File: src/rtl/fsc_pkg.sv
package fsc_pkg;

   // Capture window state as seen from chip select.
   typedef enum logic {
      WIN_OPEN   = 1'b0,
      WIN_FROZEN = 1'b1
   } win_state_e;

   // Counter width wide enough to hold the value lim.
   function automatic int unsigned cnt_width(input int unsigned lim);
      int unsigned w;
      w = 1;
      while ((1 << w) <= lim) w++;
      return w;
   endfunction

endpackage

File: src/rtl/fsc_open_filter.sv
module fsc_open_filter #(
   parameter int unsigned DGL_CYCLES = 16,
   parameter bit          FILTER_EN  = 1'b1
) (
   input  logic clk,
   input  logic rst_n,
   input  logic raw_open,
   input  logic chan_on,
   output logic open_qual
);

   if (FILTER_EN) begin : g_filter
      localparam int unsigned CNT_W = fsc_pkg::cnt_width(DGL_CYCLES);
      localparam logic [CNT_W-1:0] LIMIT = CNT_W'(DGL_CYCLES);

      logic [CNT_W-1:0] run_cnt;

      always_ff @(posedge clk or negedge rst_n) begin
         if (!rst_n) begin
            run_cnt <= '0;
         end else if (!raw_open || chan_on) begin
            run_cnt <= '0;
         end else if (run_cnt != LIMIT) begin
            run_cnt <= run_cnt + 1'b1;
         end
      end

      assign open_qual = (run_cnt == LIMIT);
   end else begin : g_direct
      assign open_qual = raw_open & ~chan_on;
   end

endmodule

File: src/rtl/fsc_window_ctl.sv
module fsc_window_ctl (
   input  logic clk,
   input  logic rst_n,
   input  logic cs_n,
   output logic frozen,
   output logic reopen
);
   import fsc_pkg::*;

   win_state_e state_q;

   always_ff @(posedge clk or negedge rst_n) begin
      if (!rst_n) begin
         state_q <= WIN_OPEN;
      end else begin
         state_q <= cs_n ? WIN_OPEN : WIN_FROZEN;
      end
   end

   assign frozen = ~cs_n;
   assign reopen = cs_n && (state_q == WIN_FROZEN);

endmodule

File: src/rtl/fsc_capture_reg.sv
module fsc_capture_reg #(
   parameter int unsigned NUM_CH = 6
) (
   input  logic              clk,
   input  logic              rst_n,
   input  logic [NUM_CH-1:0] cond,
   input  logic              frozen,
   input  logic              reopen,
   output logic [NUM_CH-1:0] status
);

   logic [NUM_CH-1:0] status_q;
   logic [NUM_CH-1:0] pending_q;

   always_ff @(posedge clk or negedge rst_n) begin
      if (!rst_n) begin
         status_q  <= '0;
         pending_q <= '0;
      end else if (frozen) begin
         pending_q <= pending_q | cond;
      end else if (reopen) begin
         status_q  <= cond | pending_q;
         pending_q <= '0;
      end else begin
         status_q  <= status_q | cond;
      end
   end

   assign status = status_q;

endmodule

File: src/rtl/fault_status_capture.sv
module fault_status_capture #(
   parameter int unsigned NUM_CH     = 6,
   parameter int unsigned DGL_CYCLES = 16,
   parameter bit          FILTER_EN  = 1'b1
) (
   input  logic              clk,
   input  logic              rst_n,
   input  logic              cs_n,
   input  logic [NUM_CH-1:0] chan_on,
   input  logic [NUM_CH-1:0] raw_short,
   input  logic [NUM_CH-1:0] raw_open,
   output logic [NUM_CH-1:0] fault_status
);

   if (NUM_CH < 1 || NUM_CH > 32) begin : g_bad_ch
      $error("fault_status_capture: NUM_CH must be 1..32");
   end
   if (DGL_CYCLES < 1) begin : g_bad_dgl
      $error("fault_status_capture: DGL_CYCLES must be at least 1");
   end

   logic [NUM_CH-1:0] open_qual;
   logic [NUM_CH-1:0] cond;
   logic              frozen;
   logic              reopen;

   for (genvar ch = 0; ch < NUM_CH; ch++) begin : g_ch
      fsc_open_filter #(
         .DGL_CYCLES (DGL_CYCLES),
         .FILTER_EN  (FILTER_EN)
      ) u_filt (
         .clk       (clk),
         .rst_n     (rst_n),
         .raw_open  (raw_open[ch]),
         .chan_on   (chan_on[ch]),
         .open_qual (open_qual[ch])
      );
   end

   assign cond = raw_short | open_qual;

   fsc_window_ctl u_win (
      .clk    (clk),
      .rst_n  (rst_n),
      .cs_n   (cs_n),
      .frozen (frozen),
      .reopen (reopen)
   );

   fsc_capture_reg #(
      .NUM_CH (NUM_CH)
   ) u_cap (
      .clk    (clk),
      .rst_n  (rst_n),
      .cond   (cond),
      .frozen (frozen),
      .reopen (reopen),
      .status (fault_status)
   );

endmodule

File: config.mk
export PLATFORM = sky130hd
export DESIGN_NAME = fault_status_capture
export DESIGN_NICKNAME = d
export VERILOG_FILES = /design/src/rtl/fsc_pkg.sv /design/src/rtl/fsc_open_filter.sv /design/src/rtl/fsc_window_ctl.sv /design/src/rtl/fsc_capture_reg.sv /design/src/rtl/fault_status_capture.sv
export SDC_FILE = /design/constraint.sdc
export NUM_CORES = 1
export LEC_CHECK = 0
export BUFFER_PORTS_ARGS = -buffer_cell sky130_fd_sc_hd__buf_2
export CAP_MARGIN = 20
export CORE_UTILIZATION = 48
export CTS_BUF_LIST = sky130_fd_sc_hd__clkbuf_4
export CTS_CLUSTER_DIAMETER = 200
export DETAILED_ROUTE_END_ITERATION = 6
export GPL_TIMING_DRIVEN = 1
export PLACE_DENSITY = 0.68
export SLEW_MARGIN = 10
export SYNTH_ARGS = -nofsm -noshare
export SYNTH_HDL_FRONTEND = slang
export SYNTH_SLANG_ARGS = --single-unit
File: constraint.sdc
create_clock -name clk -period 2.9 [get_ports clk]
set_clock_uncertainty 0.15 [all_clocks]
set_input_delay 0.29 -clock clk [delete_from_list [all_inputs] [get_ports clk]]
set_output_delay 0.29 -clock clk [all_outputs]
set_load 0.02 [all_outputs]
==> results.md <==
Synth:
- Counting every net in the synthesized netlist gives 229.
- The synthesized netlist occupies a cell area of 2070 um2.
- The post-synthesis sequential area ratio is about half.
- Synthesis handed over a netlist of 196 instances.
- The portion of synthesized cell area occupied by the leading cell type is 52.0%.
- The average footprint of a synthesized cell is 10.6 um2.
- The largest total area in the synthesized netlist belongs to dfrtp_1.
- The Yosys warning count is 0.
- The register bit count reported by yosys is 43.
- Ranked by total cell area, the synthesized netlist is headed by dfrtp_1, ha_1, nor2_1.
- The post-synthesis cell type count is 17.

Pwr:
- The power consumption is 1.04 mW.
- For this design the ratio of total power to cell area is 451 nW/um2.
- The highest ir drop seen on vdd is 0.198 mV.
- The static leakage is 1.02 nW.

Layout:
- The fraction of layout cells with a size suffix above 1 is 16.7%.
- The most common cell after layout, fill and taps aside is dfrtp_1.
- The number of nets in the layout is 261.
- The area growth from synthesis to layout is 11.7%.
- The number of antenna repair diodes is 0.
- The top cell types in the final layout, fill and taps aside, are dfrtp_1, nor2_1, buf_2, inv_1.
- The finished layout holds 278 standard cells, fillers aside.
- The share of the core filled with cells in the final layout is 57.0%.

Detailed routing:
- The DRC violation count after routing is 0.
- The final wirelength is 3360 um.
- The count of TritonRoute iterations in the first routing pass is 4.
- In the routed layout, each cell is associated on average with a via count of a little over 5.
- The antenna violation net count after detailed routing is 0.
- The initial DRC count is 50.
- The post-detailed-route wirelength per cell is around 12 um.
- The detailed router placed 1403 vias in this run.

Place:
- Counting tap cells, the placed design contains a total of 270 instances.
- During placement, the flow inserted port buffers numbering 26.
- The placer congestion estimate is approximately 0.74.
- The half-perimeter wire length after detailed placement is between 2000 and 2500 um.

GRT:
- The initial antenna violation count is 0.
- The first global-routing pass estimated 5780 um of wire.
- The leftover overflow at the end of global routing is 0.
- In the global route stage, overall resource usage came out at 17.1%.
- Entering global routing, the biggest net connects 44 pins.
- The via count of the first global-routing pass was 1302.

Setup path:
- The signal arrival time at the worst endpoint is 1550 ps.
- The startpoint identified for the worst register-to-register timing path is g_ch[0].u_filt.g_filter.run_cnt[0].
- For flop-to-flop paths, the worst setup slack is 1430 ps.
- STA classifies the critical path endpoint as a flip-flop.
- The worst stage delay on the critical path is roughly 420 ps.
- The number of buffers and inverters on the critical path is 1.
- The slowest cell on the critical path is dfrtp_1.
- The endpoint of the worst-slack reg-to-reg timing path is g_ch[0].u_filt.g_filter.run_cnt[1].
- The critical setup path kind is flip-flop to flip-flop.
- Walking the worst path, the cells encountered are inv_1, ha_1, and4bb_4, mux2i_1, nor2_1.
- The startpoint kind of the worst setup timing path is a flip-flop.
- The critical path required time is 2990 ps.
- The number of cell instances on the worst register-to-register path is 5.
- The largest fanout on the critical path is 5.
- The cell family with the largest share of critical-path delay is flip-flops.

Outcome:
- The flow ran to the end, and the final reports show no timing, DRC or antenna violations.

Die:
- The count of pins on the block boundary is 27.
- The starting utilization of the core area is 51.0%.
- The floorplan die width is roughly 68 um.
- The floorplan step defined a core boundary enclosing 4060 um2.
- The number of rows created at floorplan is 23.
- The total die area is 4580 um2.
- The die height is 67.7 um.

STA:
- Hold timing on the final database bottoms out at a slack of 55.9 ps.
- The final clock period utilization by the worst path is 50.6%.
- The highest clock frequency the design can meet is 682 MHz.
- In the final timing run, aggregate negative setup slack is 0 ps.
- The final number of max-transition violations is 0.
- The final critical-path required period is 1470 ps.
- Setup violations remaining at the end of the flow were counted as 0.
- The transition time at the pin with the least slew margin is just over 900 ps.
- The final hold violation count was 0.
- Setup repair after global routing left no endpoint under its margin.
- In this run the tightest slew margin relative to its limit is between 30% and 40%.

CTS:
- The library cell used as clock root buffer is clkbuf_4.
- The number of H-tree levels is 2.
- Clock tree synthesis inserted a total of 5 buffers.
- No sink is reached through more buffers than the 2 on the longest clock path.
- Once the clock tree was built, the resizer swapped 0 gates to a different size.
- Clock-pin slew was measured on the worst setup and hold paths at approximately 130 ps.
- For this design, the sink count on the clock tree is between 40 and 50.
- TritonCTS built the clock tree.
- The clock latency of the later-clocked register in the worst-skew pair is 360 ps.

Worst hold path:
- The worst hold path passes through 3 cells.
- The worst hold path terminates at u_cap.pending_q[0].
- The worst hold path begins at raw_short[0].
- The path type of the worst min-delay path is input port to flip-flop.

Run:
- Max-cap violations in this run came to 0.
==> synthesized netlist by cell type, drive strengths merged <==
cell type and count:
a21oi 11, and4bb 6, clkbuf 2, dfrtp 43, ha 12, inv 13
mux2i 6, nand2 2, nand2b 11, nand3 12, nor2 36, nor3 11
o21ai 1, o22ai 6, xnor2 12, xor2 12
==> state kept, by name, indices dropped and copies added (netlist names) <==
name	count
u_cap.status	6
u_win.state_q	1
u_cap.pending_q	6
g_ch.u_filt.g_filter.run_cnt	30
==> metrics by stage <==
step / cell area (um2) / setup slack, ps
6_report: 2310 / 1430
5_1_grt: 2310 / 1340
4_1_cts: 2310 / 1430
3_5_place_dp: 2260 / 1450
3_3_place_gp: 2260 / 1470
2_1_floorplan: 2070 / 1550
==> report_power, final <==
group	leakage (nW)	internal (mW)	switching, mW
sequential	0.556	0.627	0.0245
clock	0.0285	0.0861	0.186
combinational	0.435	0.0498	0.0695
==> cells by family (layout without fill, tap and decap cells) <==
family,Yosys count,in the layout,synth area share [%]
buf+inv,15,47,2.72
xor+xnor,24,24,10.2
simple gates,78,78,20.3
compound gates,18,18,4.71
fa+ha+maj,12,12,7.25
mux,6,6,2.90
flops,43,43,52.0
==> area by class of cell <==
type / count / area, um2
tap: 50 / 62.6
fill: 362 / 1750
timing repair buffer: 27 / 140
sequential: 43 / 1080
clock inverter: 2 / 8.76
multi-input combinational: 138 / 938
inverter: 13 / 48.8
clock buffer: 5 / 37.5
==> repair_timing <==
action	4_1_cts	5_1_grt
hold endpoints to repair	43	0
setup buffers	0	0
hold buffers	1	0
==> worst max-delay path by stage <==
stage	startpoint	end	slack, ps	cells after the start
floorplan	g_ch[4].u_filt.g_filter.run_cnt[0]	g_ch[4].u_filt.g_filter.run_cnt[1]	1550	5
global placement	g_ch[4].u_filt.g_filter.run_cnt[0]	g_ch[4].u_filt.g_filter.run_cnt[1]	1470	5
detailed placement	g_ch[1].u_filt.g_filter.run_cnt[0]	g_ch[1].u_filt.g_filter.run_cnt[1]	1450	5
CTS	g_ch[1].u_filt.g_filter.run_cnt[0]	g_ch[1].u_filt.g_filter.run_cnt[1]	1430	5
global route	g_ch[1].u_filt.g_filter.run_cnt[0]	g_ch[1].u_filt.g_filter.run_cnt[1]	1340	5
finish	g_ch[0].u_filt.g_filter.run_cnt[0]	g_ch[0].u_filt.g_filter.run_cnt[1]	1430	5
==> layer usage <==
metal / track usage, % / up-vias / wire [um]
met1: 23.6 / 661 / 1700
met5: 0 / - / 0
met2: 24.9 / 21 / 1490
li1: - / 715 / -
met3: 5.57 / 6 / 119
met4: 5.59 / 0 / 51
==> worst min-delay path, stage by stage <==
cell	delay [ps]
buf_2	100
nor3_1	50
a21oi_1	100
Note: power is estimated with default switching activity, not from simulation.
